File: config.mk
export PLATFORM = sky130hd
export DESIGN_NAME = stagger_seq
export DESIGN_NICKNAME = d
export VERILOG_FILES = /design/src/rtl/stagger_pkg.sv /design/src/rtl/stagger_req.sv /design/src/rtl/stagger_chan.sv /design/src/rtl/stagger_seq.sv
export SDC_FILE = /design/constraint.sdc
export NUM_CORES = 1
export LEC_CHECK = 0
export BUFFER_PORTS_ARGS = -buffer_cell sky130_fd_sc_hd__clkbuf_2
export CAP_MARGIN = 20
export CORE_UTILIZATION = 23
export CTS_CLUSTER_SIZE = 28
export DETAILED_ROUTE_END_ITERATION = 16
export REMOVE_ABC_BUFFERS = 1
export SYNTH_ARGS = -nofsm -noshare
export SYNTH_HDL_FRONTEND = slang
export SYNTH_SLANG_ARGS = --single-unit
File: constraint.sdc
create_clock -name clk_i -period 2.8 [get_ports clk_i]
set_input_delay 0.14 -clock clk_i [delete_from_list [all_inputs] [get_ports clk_i]]
set_output_delay 0.14 -clock clk_i [all_outputs]
set_load 0.01 [all_outputs]
File: src/rtl/stagger_pkg.sv
package stagger_pkg;
  localparam int unsigned CH_N_DEF   = 16;
  localparam int unsigned STEP_W_DEF = 4;

  function automatic int unsigned idx_bits(int unsigned n);
    return (n > 1) ? $clog2(n) : 1;
  endfunction
endpackage

File: src/rtl/stagger_req.sv
module stagger_req #(
  parameter int unsigned CH_N = 16
) (
  input  logic            blank_i,
  input  logic [CH_N-1:0] chan_on_i,
  output logic [CH_N-1:0] req_o
);
  // blanking overrides every on bit
  assign req_o = blank_i ? '0 : chan_on_i;
endmodule

File: src/rtl/stagger_chan.sv
module stagger_chan #(
  parameter int unsigned IDX    = 0,
  parameter int unsigned STEP_W = 4,
  parameter int unsigned CNT_W  = 8
) (
  input  logic              clk_i,
  input  logic              rst_ni,
  input  logic              req_i,
  input  logic [STEP_W-1:0] step_i,
  output logic              en_o
);
  logic en_q;

  if (IDX == 0) begin : g_direct
    always_ff @(posedge clk_i or negedge rst_ni) begin
      if (!rst_ni) en_q <= 1'b0;
      else         en_q <= req_i;
    end
  end else begin : g_timed
    logic [CNT_W-1:0] target;
    logic [CNT_W-1:0] cnt_q;

    assign target = CNT_W'(IDX) * CNT_W'(step_i);

    always_ff @(posedge clk_i or negedge rst_ni) begin
      if (!rst_ni) begin
        cnt_q <= '0;
        en_q  <= 1'b0;
      end else if (!req_i) begin
        cnt_q <= '0;
        en_q  <= 1'b0;
      end else if (!en_q) begin
        // >= so a shortened step never strands a channel
        if (cnt_q >= target) en_q  <= 1'b1;
        else                 cnt_q <= cnt_q + 1'b1;
      end
    end
  end

  assign en_o = en_q;

  a_r6_drop_on_release: assert property (@(posedge clk_i) disable iff (!rst_ni)
    !req_i |=> !en_o);

  a_r9_hold_while_requested: assert property (@(posedge clk_i) disable iff (!rst_ni)
    (req_i && en_o) |=> en_o);

  a_r4_never_unrequested: assert property (@(posedge clk_i) disable iff (!rst_ni)
    $rose(en_o) |-> $past(req_i));
endmodule

File: src/rtl/stagger_seq.sv
module stagger_seq
  import stagger_pkg::*;
#(
  parameter int unsigned CH_N   = CH_N_DEF,
  parameter int unsigned STEP_W = STEP_W_DEF
) (
  input  logic              clk_i,
  input  logic              rst_ni,
  input  logic              blank_i,
  input  logic [CH_N-1:0]   chan_on_i,
  input  logic [STEP_W-1:0] step_cycles_i,
  output logic [CH_N-1:0]   en_o
);
  localparam int unsigned IDX_W = idx_bits(CH_N);
  localparam int unsigned CNT_W = STEP_W + IDX_W;

  logic [CH_N-1:0] req;

  stagger_req #(.CH_N(CH_N)) u_req (
    .blank_i  (blank_i),
    .chan_on_i(chan_on_i),
    .req_o    (req)
  );

  for (genvar n = 0; n < CH_N; n++) begin : g_chan
    stagger_chan #(
      .IDX   (n),
      .STEP_W(STEP_W),
      .CNT_W (CNT_W)
    ) u_chan (
      .clk_i (clk_i),
      .rst_ni(rst_ni),
      .req_i (req[n]),
      .step_i(step_cycles_i),
      .en_o  (en_o[n])
    );
  end

  a_r2_blank_forces_off: assert property (@(posedge clk_i) disable iff (!rst_ni)
    blank_i |=> (en_o == '0));

  a_r3_chan0_immediate: assert property (@(posedge clk_i) disable iff (!rst_ni)
    (chan_on_i[0] && !blank_i) |=> en_o[0]);

  a_r5_zero_step_together: assert property (@(posedge clk_i) disable iff (!rst_ni)
    (step_cycles_i == '0 && !blank_i) |=> (en_o == $past(chan_on_i)));

  a_r1_reset_clear: assert property (@(posedge clk_i)
    !rst_ni |-> (en_o == '0));
endmodule

==> metrics.md <==
| Metric | Value |
|---|---|
| Post-layout util | 30.20% |
| Leakage power | 0.005885 uW |
| Gpl congestion | 0.7895 |
| CP Cell Sequence | buf_8, fa_2, fa_1, ha_1, a21o_1, a21oi_2, o21ai_1, a21oi_1, xor2_1, ha_1, and4_1, a2111oi_2, o31a_1, buf_4, nand4_1, xor2_1, nor2_1 |
| Asr flop ratio synth | 100.0% |
| Post-Synthesis Cell Area | 9502 um^2 |
| Post-Syn Instances | 982 |
| First-pass GRT wire length | 37.22 mm |
| Clk Latency, worst-skew pair | 430 ps |
| Ant. Diodes | 0 |
| Crit path arrival time | 3820 ps |
| # nets final | 1320 |
| CP Buf/Inv Count | 2 |
| Pins Over Slew Limit | 0 |
| CORE AREA | 40830 um^2 |
| Total CTS buffers | 17 |
| Footprint of the multi-input gates | 6160 um^2 |
| Flops & latches, synth | 136 |
| Worst vdd ir | 426.7 uV |
| Drt pass-1 iters | 5 |
| Wire per inst | 13.43 um |
| H-Tree Depth | 4 |
| Seq pwr share | 38.4% |
| HPWL after DPL | 15.88 mm |
| Clock slew at reported path FFs | 60 ps |
| Initial antenna violation count | 1 |
| Share of layout cells above drive strength 1 | 24.83% |
| CTS max path bufs | 2 |
| Chip Height | 205.3 um |
| Top Ports | 39 |
| DRT antenna net count | 0 |
| P per Cell Area | 429.3 nW/um^2 |
| Port Buffers | 38 |
| Vias post-DR | 7437 |
| Fmax | 284.8 MHz |
| Final TNS setup | -13050 ps |
| Clock tree from TritonCTS | built |
| Via-to-Cell Ratio | 4.416 |
| Critical path launch point type | input pin |
| Status | finished with violations |
| Internal power | 3789 uW |
| Die X-Extent | 205.3 um |
| Yosys cell types | 58 |
| CP required | 3110 ps |
| Critical path fanouts, max | 3 |
| Synthesis-to-layout area growth | 29.80% |
| Crit-path max cell delay | 590 ps |
| DP Worst Slack | -1373 ps |
| Slew HR | 48.74% |
| Final Hold Viols | 0 |
| DRC violations left | 0 |
| Clock share of power | 40.2% |
| Primary FF master, synth | dfrtp_1 |
| Failing checks | negative setup slack |
| Max-cap violations | 0 |
| Min cycle time layout | 3512 ps |
| Post-synthesis sequential area ratio | 35.82% |
| Fin crit share | 125.4% |
| Final WS setup | -711.5 ps |
| Hold Path Class | in2reg |
| Setup CP Type | in2reg |
| Critical Path End Type | register |
| Vias in the first global route | 7628 |
| Die area | 42130 um^2 |
| Combinational share of power | 21.4% |
| Total power | 5295 uW |
| Clk root buf | clkbuf_16 |
| Skew final | 6.053 ps |
| Rows | 74 |
| Worst path top cell family by delay | adder cells |
| Post-synth EDFFs | 0 |
| Hold_ws | 18.66 ps |
| FF+latch area | 3403 um^2 |
| Largest net degree at the start of global routing | 69 |
| Switching power | 1507 uW |
| DRT Wirelength | 22.62 mm |
| Worst slew pin tran | 766.1 ps |
| Syn_area_per_cell | 9.676 um^2 |
| Remaining Overflow, GRT | 0 |
| Yosys Warn Count | 0 |
| Initial Utilization | 23.27% |
| Setup violators final | 35 |
| Clock Sinks | 136 |
| All-layer global routing usage | 11.11% |
| CP max-delay cell | fa_2 |
| RSZ-0062 raised after global routing | yes |
| Switching share of power | 28.45% |
| Fillers | 4148 |
| Drt initial violations | 245 |
## worst paths after layout
kind,to,from,slack (ps),cells past startpoint
max,g_chan[15].u_chan.g_timed.cnt_q[7]$_DFFE_PN0P_,step_cycles_i[3],-710,17
min,g_chan[1].u_chan.en_o$_DFF_PN0_,chan_on_i[1],20,3
max reg2reg,g_chan[7].u_chan.g_timed.cnt_q[5]$_DFFE_PN0P_,g_chan[7].u_chan.g_timed.cnt_q[5]$_DFFE_PN0P_,390,9
min reg2reg,g_chan[2].u_chan.g_timed.cnt_q[7]$_DFFE_PN0P_,g_chan[2].u_chan.g_timed.cnt_q[7]$_DFFE_PN0P_,490,1
max in group asynchronous,g_chan[5].u_chan.g_timed.cnt_q[5]$_DFFE_PN0P_,rst_ni,1720,3
min in group asynchronous,g_chan[1].u_chan.g_timed.cnt_q[1]$_DFFE_PN0P_,rst_ni,310,2
## layer usage
metal	share of wire, %	global-route usage (%)
met5	0	0
met4	1.6	3.386
met3	2.6	2.217
met2	51	19.69
met1	45	13.44
## layout by cell type, fill, tap and decap left out, types with 4 or more instances in the layout
cell / n
nand2_2: 4
mux2i_1: 10
o21ai_0: 19
a21oi_2: 15
and3_1: 14
and2_1: 13
nand4_1: 25
clkbuf_16: 17
buf_6: 16
clkbuf_1: 4
ha_1: 135
nand2b_1: 26
inv_1: 62
a21o_1: 21
fa_2: 7
and4_1: 6
xnor2_1: 45
nand3_1: 30
dfrtp_1: 136
a21oi_1: 35
clkbuf_2: 33
fa_1: 4
or4_1: 4
buf_4: 114
or3_1: 8
o21ai_1: 6
nor2_1: 122
nor2b_1: 13
ha_4: 9
nand2_1: 42
nor3_1: 5
nor3_2: 4
a2111oi_4: 6
a31oi_1: 6
xor2_1: 39
## sequential cells by signal, indices dropped and copies added, names as in the netlist
signal	flops
g_chan.u_chan.en_o	16
g_chan.u_chan.g_timed.cnt_q	120
## worst register-to-register path, delay by kind of cell (launching register included)
kind / cells / cell delay [ps]
AOI/OAI and AO/OA: 3 / 960
DFF: 1 / 430
buffers and inverters: 3 / 340
adders and majority gates: 1 / 330
xor gates and xnor gates: 1 / 160
and+or+nand+nor: 1 / 60
## final cells by class
class | count | share of cell area (%)
clock inverter | 10 | 0.7913
multi-input combinational | 747 | 49.94
inverter | 66 | 2.029
clock buffer | 22 | 3.683
tap | 532 | 5.397
sequential | 136 | 27.59
timing repair buffer | 171 | 10.56
## power groups by stage
stage          clock [uW]  combinational [uW]  sequential [uW]
2_1_floorplan           0                 545             2060
3_3_place_gp            0                 923             2070
3_5_place_dp            0                 957             2070
4_1_cts              2190                1060             2030
5_1_grt              2270                1280             2040
6_report             2130                1130             2030
## Yosys cell counts, drive strengths merged, types with 5 or more instances
library cell	count	area [um^2]
a2111oi	8	126.4
dfrtp	136	3403
nor3	12	60.06
and4	6	52.55
clkbuf	12	45.04
ha	147	1839
fa	11	220.2
buf	21	140.1
nand2b	26	162.7
mux2i	10	100.1
a21oi	52	264.0
nor2b	13	81.33
and3	14	87.58
nand4	25	156.4
nand3	32	160.2
nor4	5	31.28
nor2	125	469.2
xor2	41	359.1
a31oi	8	50.05
or4	5	41.29
and2	14	88.84
inv	66	247.7
nand2	47	178.9
xnor2	48	420.4
a21o	21	157.7
or3	9	56.30
o21ai	26	130.1
## logic make-up (layout without fill, tap and decap cells)
family	count (synthesis)	after routing	synth area share [%]
flip-flops	136	136	35.82
XOR/XNOR	89	89	8.204
AO/OA/AOI/OAI	149	149	10.88
AND/OR/NAND/NOR	341	341	17.82
adder cells (fa/ha/maj)	158	158	21.67
multiplexers	10	10	1.054
buffers and inverters	99	269	4.556
## through the flow
stage	area [um^2]	instances
6_report	12330	1684
5_1_grt	12330	1684
4_1_cts	11930	1666
3_5_place_dp	10890	1614
3_3_place_gp	10890	1614
2_1_floorplan	9316	949
## what timing repair did
action,4_1_cts,5_1_grt
hold buffers,2,0
cloned,2,0
gates resized for setup,75,56
hold endpoints to repair,65,0
setup endpoints to repair,68,67
buffers inserted,16,19
pin swaps,53,41
No activity file was read; power rests on OpenSTA's default activity.
